[config.mk]
export PLATFORM = sky130hd
export DESIGN_NAME = rtc_irq_rate
export DESIGN_NICKNAME = d
export VERILOG_FILES = /design/src/rtl/rtc_irq_rate.sv
export SDC_FILE = /design/constraint.sdc
export NUM_CORES = 1
export LEC_CHECK = 0
export BUFFER_PORTS_ARGS = -buffer_cell sky130_fd_sc_hd__buf_2
export CORE_MARGIN = 2
export CORE_UTILIZATION = 54
export DETAILED_ROUTE_END_ITERATION = 6
export PLACE_DENSITY_LB_ADDON = 0.12
export SYNTH_ARGS = -nofsm -noshare
export SYNTH_HDL_FRONTEND = slang
export SYNTH_SLANG_ARGS = --single-unit
[constraint.sdc]
create_clock -name clk -period 2.6 [get_ports clk]
set_input_delay 0.52 -clock clk [delete_from_list [all_inputs] [get_ports clk]]
set_output_delay 0.52 -clock clk [all_outputs]
set_load 0.01 [all_outputs]
[src/rtl/rtc_irq_rate.sv]
module rtc_irq_rate #(
  parameter int RATE_W = 4,
  parameter int CNT_W  = (1 << RATE_W) - 2
) (
  input  logic                clk,
  input  logic                rst_n,
  input  logic                tick_i,
  input  logic                alarm_i,
  input  logic                update_i,
  input  logic                rd_i,
  input  logic                ctl_we_i,
  input  logic [RATE_W+3:0]   ctl_i,
  output logic                irq_n_o,
  output logic [7:0]          status_o,
  output logic                sqw_o
);
  localparam int CTL_W = RATE_W + 4;

  logic [CTL_W-1:0]  ctl_q;
  logic [CNT_W-1:0]  cnt_q;
  logic              pf_q, af_q, uf_q, phase_q;

  logic [RATE_W-1:0] rate;
  logic              sq_en, uie, aie, pie;
  logic [CNT_W-1:0]  mask;
  logic              per_evt, irqf;

  assign rate  = ctl_q[RATE_W-1:0];
  assign sq_en = ctl_q[RATE_W];
  assign uie   = ctl_q[RATE_W+1];
  assign aie   = ctl_q[RATE_W+2];
  assign pie   = ctl_q[RATE_W+3];

  assign mask    = ~({CNT_W{1'b1}} << (rate - 1'b1));
  assign per_evt = tick_i && (rate != '0) && ((cnt_q & mask) == mask);

  always_ff @(posedge clk) begin
    if (!rst_n) begin
      ctl_q   <= '0;
      cnt_q   <= '0;
      pf_q    <= 1'b0;
      af_q    <= 1'b0;
      uf_q    <= 1'b0;
      phase_q <= 1'b0;
    end else begin
      if (tick_i) cnt_q <= cnt_q + 1'b1;
      if (ctl_we_i) ctl_q <= ctl_i;
      if (per_evt) phase_q <= ~phase_q;
      if (rd_i) begin
        pf_q <= per_evt;
        af_q <= alarm_i;
        uf_q <= update_i;
      end else begin
        pf_q <= pf_q | per_evt;
        af_q <= af_q | alarm_i;
        uf_q <= uf_q | update_i;
      end
    end
  end

  assign irqf     = (pf_q & pie) | (af_q & aie) | (uf_q & uie);
  assign status_o = {irqf, pf_q, af_q, uf_q, 4'b0000};
  assign irq_n_o  = ~irqf;
  assign sqw_o    = sq_en && (rate != '0) && phase_q;

  assert_alarm_sets_R2: assert property (@(posedge clk) disable iff (!rst_n)
    alarm_i |=> status_o[5]);

  assert_rate0_quiet_R4: assert property (@(posedge clk) disable iff (!rst_n)
    (rate == '0 && !rd_i) |=> $stable(status_o[6]));

  assert_read_clears_R5: assert property (@(posedge clk) disable iff (!rst_n)
    (rd_i && !update_i) |=> !status_o[4]);

  assert_phase_needs_rate_R8: assert property (@(posedge clk) disable iff (!rst_n)
    $changed(phase_q) |-> $past(rate) != '0);

  assert_irq_pin_R7: assert property (@(posedge clk) disable iff (!rst_n)
    (af_q && aie) |-> !irq_n_o);
endmodule

# == Word-level counts from Yosys, hierarchy flattened ==
# Cells that the tools add are included.
# op_classes
add_sub_neg,2
n_eq_ne,1
shift,1
mux,3
n_bitwise,12
reduce_logical,5
# op_table
cell,n
$add A14 B1 Y14 const B,1
$and A14 B14 Y14,1
$eq A14 B14 Y1,1
$not A14 Y14,1
$shl A14 B4 Y14 const A,1
$or A1 B1 Y1,5
$logic_and A1 B1 Y1,4
$reduce_bool A4 Y1,1
$sub A4 B1 Y4 const B,1
$and A1 B1 Y1,3
$mux W1,3
$not A1 Y1,2
# totals
reg_bits,26
out_inout_bits,10

# == Logic depth before layout (Yosys ltp) ==
# Gate-level depths: netlist (run 1).
# depth
ltp_word,8
mapped_depth,9
mapped_depth_nobuf,9

# == Worst setup path after synthesis (run 1) ==
# OpenSTA, ideal clock, no wires.
# synth_path
path_kind,reg2reg
startpoint,register ctl_q[0]
endpoint,register phase_q
setup_ns,0.072
t_arrival_ns,2.023
required_ns,2.528
path_slack_ns,0.505
stages_incl_launch_ff,10
path_buffers,0
period_less_slack_ns,2.095
cell_sequence,dfxtp_1 > inv_1 > ha_1 > inv_1 > ha_1 > inv_2 > a21oi_2 > or4_4 > nor4_2 > mux2i_1
# synth_via
elab_chain_cells,6
# synth_rtl
element,line,text
start: declaration,19,logic [CTL_W-1:0] ctl_q;
start signal: assignment,47,if (ctl_we_i) ctl_q <= ctl_i;
$sub A4 B1 Y4,34,assign mask = ~({CNT_W{1'b1}} << (rate - 1'b1));
$shl A14 B4 Y14,34,
$not A14 Y14,34,
$and A14 B14 Y14,35,assign per_evt = tick_i && (rate != '0) && ((cnt_q & mask) == mask);
$eq A14 B14 Y1,35,
$logic_and A1 B1 Y1 *,35,
end signal: assignment,48,if (per_evt) phase_q <= ~phase_q;
end: declaration,21,"logic pf_q, af_q, uf_q, phase_q;"
# Mark *: on every way between the ends. The rest lies on a longest branch, timed or not.
# A chain may end at the register's enable or synchronous reset.

# == Worst setup path in the final report (run 1) ==
# Same ends and word-level chain as after synthesis.

==> results.yml, run 1 <==
placed_design:
  post_dp_cell_area_um2: 1440
  gp_congestion: 0.763
  port_buffers: 20
  hpwl_mm: 1.84
  dp_cells: 192
sta:
  setup-tns-final_ps: 0
  fin_crit_sh_pct: 88.2
  rsz0062_at_grt: "no"
  finalHoldViolCount: 0
  fin_hold_ws_ps: 398
  skew_ps: 2.17
  finalSetupViolCount: 0
  maxSlewViolCount: 0
  fin_crit_ps: 2290
  fmaxAchievable_mhz: 436
setup_path:
  slowest_delay_ps: 510
  reg2reg_slack_ps: 310
  r2r.worst_path.cells: 9
  r2r_start: "ctl_q[0]"
  crit_required_ps: 2860
  critical_path_buf_inv_count: 3
  critPathKind: "reg -> reg"
  crit_path_end_kind: "flop"
  cp-start-kind: "flop"
  cp.arrival_ps: 2560
  reg2reg_to: "phase_q"
  critPathMaxFanout: 4
  cp_top_family: "simple AND/OR/NAND/NOR gates"
  cpMaxStageDelayCell: "or4_4"
  crit_chain: "inv_1 -> ha_1 -> inv_1 -> ha_1 -> inv_2 -> a21oi_2 -> or4_4 -> nor4_2 -> mux2i_1"
final_layout:
  finalNetCount: 187
  finalCoreUtilization_pct: 61.0
  drive_above_1_share_pct: 18.1
  design_area_um2: 1500
  syn_to_final_growth_pct: 8.63
  n_antenna_cell: 0
  layout_common_cells: "dfxtp_1 (26), buf_2 (20), nor2b_1 (13)"
  mostFrequentLayoutCell: "dfxtp_1"
  final_cell_count_no_fill: 196
logic_synthesis:
  synth_compound_area_share_pct: 10.9
  syn-cell-area_um2: 1380
  synth_edf_count: 0
  synth_top_family_by_area: "simple AND/OR/NAND/NOR gates"
  synthAdderAreaFrac_pct: 4.54
  synth-xor-area-share_pct: 6.99
  synth-seq-cells: 26
  seq_area_frac_synth_pct: 37.8
  avgSynthCellArea_um2: 9.12
  ys_async_sr_fraction_pct: 0
  yosys.area_share.simple_pct: 23.8
  synthMuxAreaShare_pct: 7.27
  yosys_most_used_dff: "dfxtp_1"
  synth_cells: 151
  ys_warn_count: 0
  synth_cell_types: 37
run_status:
  status: "completed"
drt:
  drt_wl_total_mm: 2.48
  postRouteAntennaNets: 0
  vias: 1045
  wl_per_cell_um: 12.7
  drt_iter0_drc: 19
  drcViolationCount: 0
  drt_pass1_iterations: 4
  via_per_inst: 5.33
pwr:
  combPwrFrac_pct: 12.2
  powerDensity_nw_per_um2: 534
  swShare_pct: 23.6
  switchingPower_uw: 188
  p_seq_share_pct: 53.2
  p_leak_nw: 0.631
  irDropWorstVdd_mv: 0.682
  clkPwrFrac_pct: 34.6
  p_int_uw: 611
worst_hold_path:
  hold_path_end: "uf_q"
  min_path_type: "in -> reg"
  holdPathStages: 2
  hp-start: "update_i"
clocking:
  htree_levels: 1
  cts_buffers: 3
  cts_tree: "yes"
  cts_max_path_buffers: 2
  clockRootBuffer: "clkbuf_4"
  cts_hold_buf: 0
  path_clk_slew_ps: 140
  cts_resized: 0
  clkSinkCount: 26
  clock_latency_ps: 320
  post_cts_buffers: 0
die:
  die_h_um: 54.5
  ioPinCount: 25
  die_w_um: 54.5
  rows: 18
  core_um2: 2450
  start_util_pct: 56.1
  dieArea_um2: 2970
global_route:
  antenna_found_initial: 0
  grt_remaining_overflow: 0
  grt_pass1_wl_mm: 3.97
  grt_usage_pct: 19.0
  grt_max_degree: 28
  grt_pass1_vias: 927
run:
  maxCapViolCount: 0
-- per-stage QoR --
step,power (mW),setup WS (ps)
after detailed placement,0.530,324
after floorplan,0.509,505
after global routing,0.836,177
final,0.799,306
after CTS,0.808,307
after global placement,0.525,433
-- sequential cells by signal, indices dropped and copies added, names as in the netlist --
name / flops
uf_q: 1
pf_q: 1
cnt_q: 14
phase_q: 1
af_q: 1
ctl_q: 8
-- worst max path at each step --
stage                   from      end  slack [ps]  cells after the start
finish              ctl_q[0]  phase_q         310                      9
floorplan           ctl_q[0]  phase_q         510                      9
detailed placement  ctl_q[0]  phase_q         320                      9
global placement    ctl_q[0]  phase_q         430                      9
CTS                 ctl_q[0]  phase_q         310                      9
global route        ctl_q[0]  phase_q         180                      9
-- synth_stat cells (3+ instances only) --
master     n  area, um^2
nand2_1    7        26.3
clkbuf_1   3        11.3
mux2i_1   10         100
o21ai_0    4        20.0
o21a_1     3        22.5
xnor2_1    7        61.3
nand4_1    4        25.0
inv_1      8        30.0
nand3_1    5        25.0
nor3_1     3        15.0
buf_4      8        60.1
and2_1     9        56.3
ha_1       5        62.6
or3_1      3        18.8
a21oi_1    3        15.0
nor2_1     4        15.0
nor2b_1   13        81.3
dfxtp_1   26         521
xor2_1     4        35.0
-- power by group through the flow --
stage | sequential, mW | clock, mW | combinational, mW
5_1_grt | 0.427 | 0.299 | 0.109
4_1_cts | 0.425 | 0.285 | 0.0979
6_report | 0.425 | 0.277 | 0.0977
3_3_place_gp | 0.433 | 0 | 0.0926
2_1_floorplan | 0.430 | 0 | 0.0791
3_5_place_dp | 0.434 | 0 | 0.0964
-- kinds of logic (layout without fill, tap and decap cells) --
group | count (synthesis) | in the layout
AO/OA/AOI/OAI | 22 | 22
XOR/XNOR | 11 | 11
adder cells (fa/ha/maj) | 5 | 5
buffers and inverters | 21 | 33
flip-flops | 26 | 26
multiplexers | 10 | 10
other | 1 | 4
AND/OR/NAND/NOR | 55 | 55
-- metal layers --
layer	track usage [%]	up-vias	share of wire (%)
met3	6.01	4	4.0
met2	30.1	25	46
li1	-	537	-
met5	0	-	0
met4	7.92	0	1.8
met1	23.6	479	48
-- cell type report --
type	instances	area [um^2]
Fill cell	221	958
Clock inverter	1	30.0
Inverter	9	33.8
Clock buffer	3	22.5
Multi-Input combinational cell	107	752
Timing Repair Buffer	20	100
Sequential cell	26	520
Tap cell	30	37.5
Power figures use the tool's default switching activity.
==> run 2, diff against run 1 <==
CORE_ASPECT_RATIO = 1.5   (was not set)
==> run 2 against run 1 <==
  * Global-route usage grew 0.27 points
  * Count of clock-buffer cells in the layout did not move
  * Total power down 14%
  * Non-clock buffer count did not move
  * Critical path depth did not move
  * Critical path type unchanged
  * Largest cell class unchanged
==> results.yml, run 2 (synthesized netlist as in run 1, its figures left out) <==
drt:
  drcViolationCount: 0
  wl_per_cell_um: 12.7
  drt_pass1_iterations: 5
  postRouteAntennaNets: 0
  drt_wl_total_mm: 2.41
  via_per_inst: 5.52
  vias: 1043
  drt_iter0_drc: 25
final_layout:
  largest_reg_flops: 14
  regArea_um2: 520
  multi_input_comb_area_um2: 752
  largestRegisters: "cnt_q (14), ctl_q (8)"
  mostFrequentLayoutCell: "dfxtp_1"
  regMostFlops: "cnt_q"
  drive_above_1_share_pct: 17.6
  finalNetCount: 187
  syn_to_final_growth_pct: 5.90
  fillCellCount: 224
  layout_common_cells: "dfxtp_1 (26), buf_2 (20), nor2b_1 (13)"
  design_area_um2: 1460
  n_antenna_cell: 0
setup_path:
  cp.arrival_ps: 2530
  critPathMaxFanout: 4
  cp-start-kind: "flop"
  r2r.worst_path.cells: 9
  reg2reg_slack_ps: 330
  crit_path_end_kind: "flop"
  critPathKind: "reg -> reg"
  crit_required_ps: 2860
  r2r_start: "ctl_q[0]"
  reg2reg_to: "phase_q"
placed_design:
  pre_cts_ws_ps: 356
  gp_congestion: 0.828
  post_dp_cell_area_um2: 1440
  port_buffers: 20
  hpwl_mm: 1.85
sta:
  setup-tns-final_ps: 0
  fin_crit_sh_pct: 87.2
  rsz0062_at_grt: "no"
  fin_hold_ws_ps: 401
  fin_crit_ps: 2270
  fin_ws_ps: 334
  maxSlewViolCount: 0
  fmaxAchievable_mhz: 441
  finalHoldViolCount: 0
  skew_ps: 1.80
  finalSetupViolCount: 0
clocking:
  htree_levels: 1
  cts_max_path_buffers: 2
  post_cts_buffers: 0
  cts_hold_buf: 0
  cts_buffers: 3
  clock_latency_ps: 320
  cts_tree: "yes"
  path_clk_slew_ps: 130
  clockRootBuffer: "clkbuf_4"
  clkSinkCount: 26
  cts_resized: 0
die:
  ioPinCount: 25
  die_w_um: 45.2
  dieArea_um2: 2980
  rows: 22
  core_um2: 2450
  die_h_um: 65.9
  start_util_pct: 56.2
pwr:
  p_int_uw: 509
  combPwrFrac_pct: 13.9
  irDropWorstVdd_mv: 0.252
  clkPwrFrac_pct: 24.1
  p_seq_share_pct: 62.0
  powerDensity_nw_per_um2: 470
  p_leak_nw: 0.617
  swShare_pct: 25.6
  power_uw: 685
  switchingPower_uw: 176
worst_hold_path:
  holdPathStages: 2
  min_path_type: "in -> reg"
  hold_path_end: "uf_q"
  hp-start: "update_i"
run_status:
  status: "completed"
global_route:
  antenna_found_initial: 0
  grt_remaining_overflow: 0
  grt_pass1_wl_mm: 4.40
  grt_max_degree: 28
  grt_usage_pct: 19.2
  grt_pass1_vias: 1060
run:
  maxCapViolCount: 0
-- run 2: cell types whose count changed in the layout (fill, tap and decap cells not counted), sizes merged --
| cell | delta |
|---|---|
| bufinv | -1 |
-- run 2: through the flow --
stage	utilization (%)	cells
after global placement	58.6	186
after global routing	59.6	189
after detailed placement	58.6	186
final	59.6	189
after CTS	59.6	189
after floorplan	-	154
-- run 2: cell type report --
cell class	count	area share, %
Multi-Input combinational cell	107	51.5
Sequential cell	26	35.7
Timing Repair Buffer	20	6.86
Inverter	9	2.32
Tap cell	24	2.06
Clock buffer	3	1.54
-- run 2: power by group through the flow --
stage	clock [mW]	combinational (mW)	sequential [mW]
finish	0.165	0.0955	0.425
CTS	0.175	0.0962	0.425
floorplan	0	0.0791	0.430
detailed placement	0	0.0955	0.434
global route	0.191	0.109	0.427
global placement	0	0.0929	0.433
-- run 2: routing by layer --
| layer | track usage, % | share of wire, % | vias up |
|---|---|---|---|
| met5 | 0 | 0 | - |
| met4 | 9.93 | 2.0 | 0 |
| met2 | 33.2 | 53 | 17 |
| li1 | - | - | 534 |
| met1 | 22.7 | 42 | 487 |
| met3 | 1.64 | 2.6 | 5 |
-- run 2: worst max-delay path, stage by stage, from the launching register on --
cell	delay (ps)
dfxtp_1	400
inv_1	60
ha_1	210
inv_1	80
ha_1	270
inv_2	110
a21oi_2	60
or4_4	510
nor4_2	310
mux2i_1	210
-- run 2: how the worst max path moves through the flow --
stage	startpoint	to	slack (ps)	depth (start not counted)
2_1_floorplan	ctl_q[0]	phase_q	510	9
3_3_place_gp	ctl_q[0]	phase_q	430	9
3_5_place_dp	ctl_q[0]	phase_q	360	9
4_1_cts	ctl_q[0]	phase_q	320	9
5_1_grt	ctl_q[1]	phase_q	150	9
6_report	ctl_q[0]	phase_q	330	9
==> run 3, diff against run 2 <==
==> constraint.sdc (replaced) <==
create_clock -name clk -period 2.6 [get_ports clk]
set_input_delay 0.78 -clock clk [delete_from_list [all_inputs] [get_ports clk]]
set_output_delay 0.78 -clock clk [all_outputs]
set_load 0.01 [all_outputs]
==> run 3 against run 2 <==
  * Critical path depth fell by 3
  * Routed wire length rose by 4.1%
  * Flip-flop and latch count did not move
  * Clock power rose by 70%
  * Critical path type is now reg -> out
  * Critical endpoint is now sqw_o
  * Largest power group unchanged
==> results.yml, run 3 (synthesized netlist as in run 1, its figures left out) <==
clocking:
  clock_latency_ps: 330
  clockRootBuffer: "clkbuf_4"
  cts_tree: "yes"
  path_clk_slew_ps: 150
  post_cts_buffers: 0
  clkSinkCount: 26
  cts_hold_buf: 0
  cts_buffers: 3
  cts_max_path_buffers: 2
  htree_levels: 1
  cts_resized: 0
drt:
  vias: 1044
  postRouteAntennaNets: 0
  drcViolationCount: 0
  drt_wl_total_mm: 2.51
  drt_pass1_iterations: 4
  drt_iter0_drc: 20
  via_per_inst: 5.49
  wl_per_cell_um: 13.2
global_route:
  grt_remaining_overflow: 0
  grt_usage_pct: 18.8
  grt_pass1_vias: 994
  antenna_found_initial: 0
  grt_max_degree: 28
  grt_pass1_wl_mm: 4.17
final_layout:
  largest_reg_flops: 14
  regArea_um2: 520
  n_antenna_cell: 0
  drive_above_1_share_pct: 18.1
  largestRegisters: "cnt_q (14), ctl_q (8)"
  finalNetCount: 187
  multi_input_comb_area_um2: 752
  final_cell_count_no_fill: 190
  fillCellCount: 241
  layout_common_cells: "dfxtp_1 (26), buf_2 (20), nor2b_1 (13)"
  regMostFlops: "cnt_q"
  syn_to_final_growth_pct: 8.08
  mostFrequentLayoutCell: "dfxtp_1"
pwr:
  p_int_uw: 611
  combPwrFrac_pct: 12.0
  switchingPower_uw: 189
  p_leak_nw: 0.631
  power_uw: 800
  powerDensity_nw_per_um2: 537
  p_seq_share_pct: 53.1
  clkPwrFrac_pct: 35.0
  swShare_pct: 23.6
  irDropWorstVdd_mv: 0.374
die:
  die_w_um: 45.2
  die_h_um: 65.9
  dieArea_um2: 2980
  rows: 22
  core_um2: 2450
  ioPinCount: 25
  start_util_pct: 56.2
setup_path:
  critPathMaxFanout: 4
  slowest_delay_ps: 370
  critical_path_buf_inv_count: 3
  crit_required_ps: 1820
  worst_path_most_repeated_cell: "inv_1"
  crit_path_end_kind: "output port"
  critPathKind: "reg -> out"
  cp_top_family: "flip-flops"
  crit_chain: "inv_1 -> ha_1 -> inv_1 -> nor3_1 -> nor2_1 -> buf_2"
  cp-start-kind: "flop"
  cp.arrival_ps: 1500
  cpMaxStageDelayCell: "dfxtp_1"
run:
  maxCapViolCount: 0
sta:
  setup-tns-final_ps: 0
  finalSetupViolCount: 0
  maxSlewViolCount: 0
  finalHoldViolCount: 0
  fin_crit_sh_pct: 87.6
  skew_ps: 10.0
  fin_crit_ps: 2280
  rsz0062_at_grt: "no"
  fmaxAchievable_mhz: 439
  fin_hold_ws_ps: 485
placed_design:
  port_buffers: 20
  gp_congestion: 0.799
  hpwl_mm: 1.93
  dp_cells: 186
worst_hold_path:
  min_path_type: "reg -> reg"
run_status:
  status: "completed"
-- run 3: per-stage QoR --
stage	cell area, um^2	util (%)	setup slack (ps)
after CTS	1490	60.8	324
after global routing	1490	60.8	236
after global placement	1440	58.6	439
final	1490	60.8	323
after floorplan	1390	-	505
after detailed placement	1440	58.6	370
-- run 3: worst paths after layout --
check	end	slack, ps	cells after the start	startpoint
max reg2reg	phase_q	330	9	ctl_q[0]
max	sqw_o	320	6	ctl_q[0]
min	phase_q	490	2	phase_q
min reg2reg	phase_q	490	2	phase_q
-- run 3: power by group through the flow --
stage / Combinational, mW / Sequential [mW] / Clock [mW]
after detailed placement: 0.0960 / 0.433 / 0
after global placement: 0.0929 / 0.433 / 0
after CTS: 0.0966 / 0.425 / 0.284
after floorplan: 0.0791 / 0.430 / 0
after global routing: 0.107 / 0.427 / 0.299
final: 0.0958 / 0.424 / 0.280
-- run 3: area by class of cell --
type,instances,area share [%]
multi-input combinational,107,50.5
sequential,26,35.0
timing repair buffer,20,6.72
inverter,9,2.27
clock inverter,1,2.02
tap,24,2.02
clock buffer,3,1.51
-- run 3: metal layers --
| metal | global-route usage (%) | vias to the layer above | wire length [um] |
|---|---|---|---|
| met2 | 33.2 | 15 | 1320 |
| li1 | - | 530 | - |
| met1 | 20.9 | 495 | 1060 |
| met4 | 9.56 | 0 | 50 |
| met3 | 2.46 | 4 | 73 |
| met5 | 0 | - | 0 |
-- run 3: worst register-to-register path, stage by stage (launching register included) --
cell     delay (ps)
dfxtp_1         410
inv_1            60
ha_1            210
inv_1            80
ha_1            270
inv_2           110
a21oi_2          50
or4_4           510
nor4_2          300
mux2i_1         210
